**src/rtl/flow_pkg.sv**
```systemverilog
package flow_pkg;
  localparam int ADDR_MODE1 = 0;
  localparam int ADDR_MODE2 = 1;
  localparam int ADDR_SET   = 14;
  localparam int ADDR_CLR   = 15;
  localparam int AUTO_RTS_BIT = 7;
  localparam int CTS_EN_BIT   = 4;
  localparam int RTS_PIN      = 0;
endpackage

```
**src/rtl/flow_cts_sync.sv**
```systemverilog
module flow_cts_sync #(
  parameter int STAGES = 2
) (
  input  logic clk,
  input  logic rst_n,
  input  logic din,
  output logic dout
);
  generate
    if (STAGES <= 1) begin : g_single
      logic q;
      always_ff @(posedge clk or negedge rst_n) begin
        if (!rst_n) q <= 1'b1;
        else        q <= din;
      end
      assign dout = q;
    end else begin : g_chain
      logic [STAGES-1:0] q;
      always_ff @(posedge clk or negedge rst_n) begin
        if (!rst_n) q <= '1;
        else        q <= {q[STAGES-2:0], din};
      end
      assign dout = q[STAGES-1];
    end
  endgenerate
endmodule

```
**src/rtl/flow_mode_regs.sv**
```systemverilog
module flow_mode_regs
  import flow_pkg::*;
#(
  parameter int ADDR_W = 4,
  parameter int DATA_W = 8
) (
  input  logic              clk,
  input  logic              rst_n,
  input  logic              wr_en,
  input  logic [ADDR_W-1:0] wr_addr,
  input  logic [DATA_W-1:0] wr_data,
  output logic              auto_rts_en,
  output logic              cts_en
);
  logic hit_m1, hit_m2;
  assign hit_m1 = wr_en && (wr_addr == ADDR_W'(ADDR_MODE1));
  assign hit_m2 = wr_en && (wr_addr == ADDR_W'(ADDR_MODE2));

  always_ff @(posedge clk or negedge rst_n) begin
    if (!rst_n) begin
      auto_rts_en <= 1'b0;
      cts_en      <= 1'b0;
    end else begin
      if (hit_m1) auto_rts_en <= wr_data[AUTO_RTS_BIT];
      if (hit_m2) cts_en      <= wr_data[CTS_EN_BIT];
    end
  end
endmodule

```
**src/rtl/flow_port_reg.sv**
```systemverilog
module flow_port_reg
  import flow_pkg::*;
#(
  parameter int PORT_W = 8
) (
  input  logic              clk,
  input  logic              rst_n,
  input  logic [PORT_W-1:0] set_mask,
  input  logic [PORT_W-1:0] clr_mask,
  input  logic              rx_full,
  input  logic              auto_rts_en,
  output logic              full_q,
  output logic [PORT_W-1:0] port_q
);
  logic              full_rise;
  logic [PORT_W-1:0] port_nxt;

  assign full_rise = rx_full && !full_q;

  always_comb begin
    port_nxt = (port_q | set_mask) & ~clr_mask;
    if (auto_rts_en && full_rise) port_nxt[RTS_PIN] = 1'b0;
  end

  always_ff @(posedge clk or negedge rst_n) begin
    if (!rst_n) begin
      port_q <= '0;
      full_q <= 1'b0;
    end else begin
      port_q <= port_nxt;
      full_q <= rx_full;
    end
  end
endmodule

```
**src/rtl/uart_flow_ctrl.sv**
```systemverilog
module uart_flow_ctrl
  import flow_pkg::*;
#(
  parameter int ADDR_W      = 4,
  parameter int PORT_W      = 8,
  parameter int SYNC_STAGES = 2
) (
  input  logic              clk,
  input  logic              rst_n,
  input  logic              wr_en,
  input  logic [ADDR_W-1:0] wr_addr,
  input  logic [PORT_W-1:0] wr_data,
  input  logic              rx_full,
  input  logic              cts_n,
  input  logic              tx_start_valid,
  output logic              tx_start_ready,
  output logic [PORT_W-1:0] op_n,
  output logic              full_stat
);
  logic              auto_rts_en, cts_en, cts_sync_n, full_q;
  logic [PORT_W-1:0] set_mask, clr_mask, port_q;

  assign set_mask = (wr_en && wr_addr == ADDR_W'(ADDR_SET)) ? wr_data : '0;
  assign clr_mask = (wr_en && wr_addr == ADDR_W'(ADDR_CLR)) ? wr_data : '0;

  flow_mode_regs #(.ADDR_W(ADDR_W), .DATA_W(PORT_W)) u_mode (
    .clk(clk), .rst_n(rst_n), .wr_en(wr_en), .wr_addr(wr_addr),
    .wr_data(wr_data), .auto_rts_en(auto_rts_en), .cts_en(cts_en)
  );

  flow_port_reg #(.PORT_W(PORT_W)) u_port (
    .clk(clk), .rst_n(rst_n), .set_mask(set_mask), .clr_mask(clr_mask),
    .rx_full(rx_full), .auto_rts_en(auto_rts_en), .full_q(full_q),
    .port_q(port_q)
  );

  flow_cts_sync #(.STAGES(SYNC_STAGES)) u_sync (
    .clk(clk), .rst_n(rst_n), .din(cts_n), .dout(cts_sync_n)
  );

  // Ready is independent of valid; a start occurs on valid && ready.
  assign tx_start_ready = !cts_en || !cts_sync_n;
  assign op_n           = ~port_q;
  assign full_stat      = full_q;

  logic unused_valid;
  assign unused_valid = tx_start_valid;
endmodule

```
**config.mk**
```make
export PLATFORM = sky130hd
export DESIGN_NAME = uart_flow_ctrl
export DESIGN_NICKNAME = d
export VERILOG_FILES = /design/src/rtl/flow_pkg.sv /design/src/rtl/flow_cts_sync.sv /design/src/rtl/flow_mode_regs.sv /design/src/rtl/flow_port_reg.sv /design/src/rtl/uart_flow_ctrl.sv
export SDC_FILE = /design/constraint.sdc
export NUM_CORES = 1
export LEC_CHECK = 0
export BUFFER_PORTS_ARGS = -buffer_cell sky130_fd_sc_hd__buf_2
export CAP_MARGIN = 20
export CORE_AREA = 3 3 40 42
export DETAILED_ROUTE_END_ITERATION = 8
export DIE_AREA = 0 0 43 45
export MAX_ROUTING_LAYER = met4
export PLACE_DENSITY = 0.78
export SETUP_SLACK_MARGIN = 0.1
export SLEW_MARGIN = 20
export SYNTH_ARGS = -nofsm -noshare
export SYNTH_HDL_FRONTEND = slang
export SYNTH_SLANG_ARGS = --single-unit
```
**constraint.sdc**
```tcl
create_clock -name clk -period 1.7 [get_ports clk]
set_clock_uncertainty 0.2 [all_clocks]
set_input_delay 0.085 -clock clk [delete_from_list [all_inputs] [get_ports clk]]
set_output_delay 0.085 -clock clk [all_outputs]
set_load 0.03 [all_outputs]
```
==> metrics.md <==
| Metric | Value |
|---|---|
| DRT Pass-1 Iters | 4 |
| Worst vdd ir | 0.708 mV |
| Fin. Hold Viols | 0 |
| Root Buffer | clkbuf_4 |
| Synth cell types | 17 |
| Setup TNS | 0 ps |
| R2R Path Start | u_port.port_q[6] |
| Crit-path max FO | 10 |
| Switching Fraction | 33.3% |
| Simple-gate area share of the yosys netlist | 14.1% |
| H-Tree Depth | 1 |
| Slew margin rel. | 75.6% |
| Synth Area in Compound Gates | 5.63% |
| Drt drc | 0 |
| Post-DP HPWL | 838 um |
| Yosys top cell area share | 47.6% |
| Actual slew at the worst max-slew pin | 366 ps |
| Post-Syn Instances | 48 |
| Tcrit/Tclk final | 92.4% |
| Fin crit period | 1570 ps |
| Detailed-route via count | 500 |
| Pwr dens | 994 nW/um^2 |
| I/O Pins | 28 |
| Clock power share | 20.9% |
| Gr usage total | 17.7% |
| Sequential area share after synthesis | 56.7% |
| Maximum clock path buffer count | 2 |
| Nets@finish | 110 |
| Max Clk Rate | 637 MHz |
| Sw Pwr | 294 uW |
| Multiplexer area fraction after synthesis | 15.6% |
| Post-Synth XOR/XNOR Area | 0% |
| Leakage | 0.000486 uW |
| Reg power frac | 43.9% |
| Synth area leaders | dfrtp_1 48%, mux2i_1 10%, dfstp_2 9.1% |
| Initial Util | 45.0% |
| CTS resizes | 0 |
| WP data required | 1650 ps |
| Vias in the first global route | 568 |
| Buffers on Ports | 26 |
| Syn_nets | 66 |
| Routed WL | 1290 um |
| Post-synthesis adder-cell area fraction | 0% |
| Synth-to-layout area growth | 53.5% |
| Seq cells post-synth | 13 |
| # Max-Cap Violations | 0 |
| Comb power frac | 35.2% |
| Vias per inst | 4.72 |
| Clock sinks | 13 |
| Die Width | 43 um |
| FF-to-FF End | u_port.port_q[6] |
| Hold Path Class | in2async |
| Core footprint | 1280 sq um |
| CP Launch Type | input pin |
| Wire per inst | 12.1 um |
| First-pass GRT wire length | 2500 um |
| Cell area after synthesis | 578 sq um |
| Fin util | 69.0% |
| Routability congestion estimate | 0.686 |
| Grt ovf | 0 |
| Outcome | finished clean |
| Worst-Skew Late Latency | 260 ps |
| Antenna violations before repair | 0 |
| Fillcell total | 86 |
| CTS Buf Count | 3 |
| Layout cells sized above 1 | 39.6% |
| Largest net degree at the start of global routing | 14 |
| End of the critical path | u_port.port_q[6] |
| Core Rows | 13 |
| CTS tree | done |
| Hold_ws | 10.7 ps |
| CP endpoint kind | register |
| Die area | 1940 sq um |
| Int Pwr | 588 uW |
| Yosys warns | 0 |
| 1st-iter DRT viols | 9 |
| CP startpoint | wr_addr[0] |
| Leading area contributor after synthesis | dfrtp_1 |
| Post-CTS setup buffer count | 0 |
| Pins over their slew limit | 0 |
| Syn Area/Cell | 12.0 sq um |
| Worst-case reg-to-reg path depth | 3 |
| # setup viols final | 0 |
| Largest family of logic cells by synthesized area | multiplexers |
| Register-to-register setup slack | 250 ps |
| Clk slew on worst S/H paths | 80 ps |
| Setup Crit Path Kind | in2reg |
| CP Data Arrival Time | 1520 ps |
| Die Span Y | 45 um |
| RSZ-0062 raised after global routing | false |
| Ant. Diodes | 0 |
| Final ANT Viol Nets | 0 |
-- how the worst min path moves through the flow --
stage,end,cells past startpoint
detailed placement,u_mode.cts_en,1
floorplan,u_mode.auto_rts_en,0
global route,u_port.port_q[4],2
global placement,u_port.port_q[4],1
finish,u_port.port_q[4],2
CTS,u_mode.cts_en,2
-- final cells by class --
| class | count | area [sq um] | area share, % |
|---|---|---|---|
| Sequential cell | 13 | 328 | 37.0 |
| Multi-Input combinational cell | 25 | 204 | 23.0 |
| Inverter | 8 | 30.0 | 3.39 |
| Tap cell | 15 | 18.8 | 2.12 |
| Clock buffer | 4 | 26.3 | 2.96 |
| Timing Repair Buffer | 41 | 280 | 31.6 |
-- layout by cell type, fill, tap and decap left out --
cell / instances
buf_2: 26
dlygate4sd3_1: 15
dfrtp_1: 11
inv_1: 8
nand2_1: 8
mux2i_1: 6
clkbuf_4: 3
mux2_4: 2
dfstp_2: 2
and4_1: 1
a21oi_1: 1
a31oi_1: 1
and3b_1: 1
nor2_1: 1
a211oi_2: 1
a31o_2: 1
nor4b_4: 1
nand2b_1: 1
clkbuf_1: 1
-- power by group through the flow --
stage / Combinational, uW / Sequential [uW] / Clock [uW]
CTS: 324 / 387 / 186
detailed placement: 265 / 392 / 0
floorplan: 180 / 390 / 0
finish: 311 / 387 / 184
global placement: 260 / 391 / 0
global route: 342 / 394 / 202
-- synthesized netlist by cell type --
cell       n
and3b_1    1
inv_1      8
buf_2      1
nor2_1     1
a31o_2     1
a21oi_1    1
mux2i_1    6
nand2_1    8
dfrtp_1   11
buf_6      1
mux2_4     2
nor4b_4    1
dfstp_2    2
a211oi_2   1
a31oi_1    1
nand2b_1   1
and4_1     1
-- logic make-up (layout without fill, tap and decap cells) --
logic type / count (synthesis) / count (layout)
buffers and inverters: 10 / 53
AO/OA/AOI/OAI: 4 / 4
flip-flops: 13 / 13
multiplexers: 8 / 8
AND/OR/NAND/NOR: 13 / 13
-- worst max-delay path, stage by stage --
cell	delay (ps)
dlygate4sd3_1	530
buf_2	220
a31oi_1	110
dlygate4sd3_1	580
-- per-layer routing --
layer	vias up	share of wire, %	global-route usage [%]
li1	245	-	-
met1	233	42	20.6
met2	22	52	31.4
met4	0	0	5.42
met5	-	0	-
met3	0	6.0	3.19
-- through the flow --
stage	instance area [sq um]	std cells	setup WS (ps)	power, uW
final	887	106	129	882
after global routing	887	106	106	938
after CTS	907	108	166	898
after detailed placement	711	87	412	657
after global placement	711	87	413	651
after floorplan	578	48	369	570
-- registers in the layout, summed over array words and instances (netlist names) --
register            flops
u_port.port_q           8
u_sync.g_chain.q        2
u_mode.auto_rts_en      1
u_mode.cts_en           1
u_port.full_q           1
-- what timing repair did --
action                                  CTS  global route
hold endpoints to repair                 25             0
endpoints found under the setup margin    0             2
hold buffers                             17             0
(Power assumes the default switching activity.)
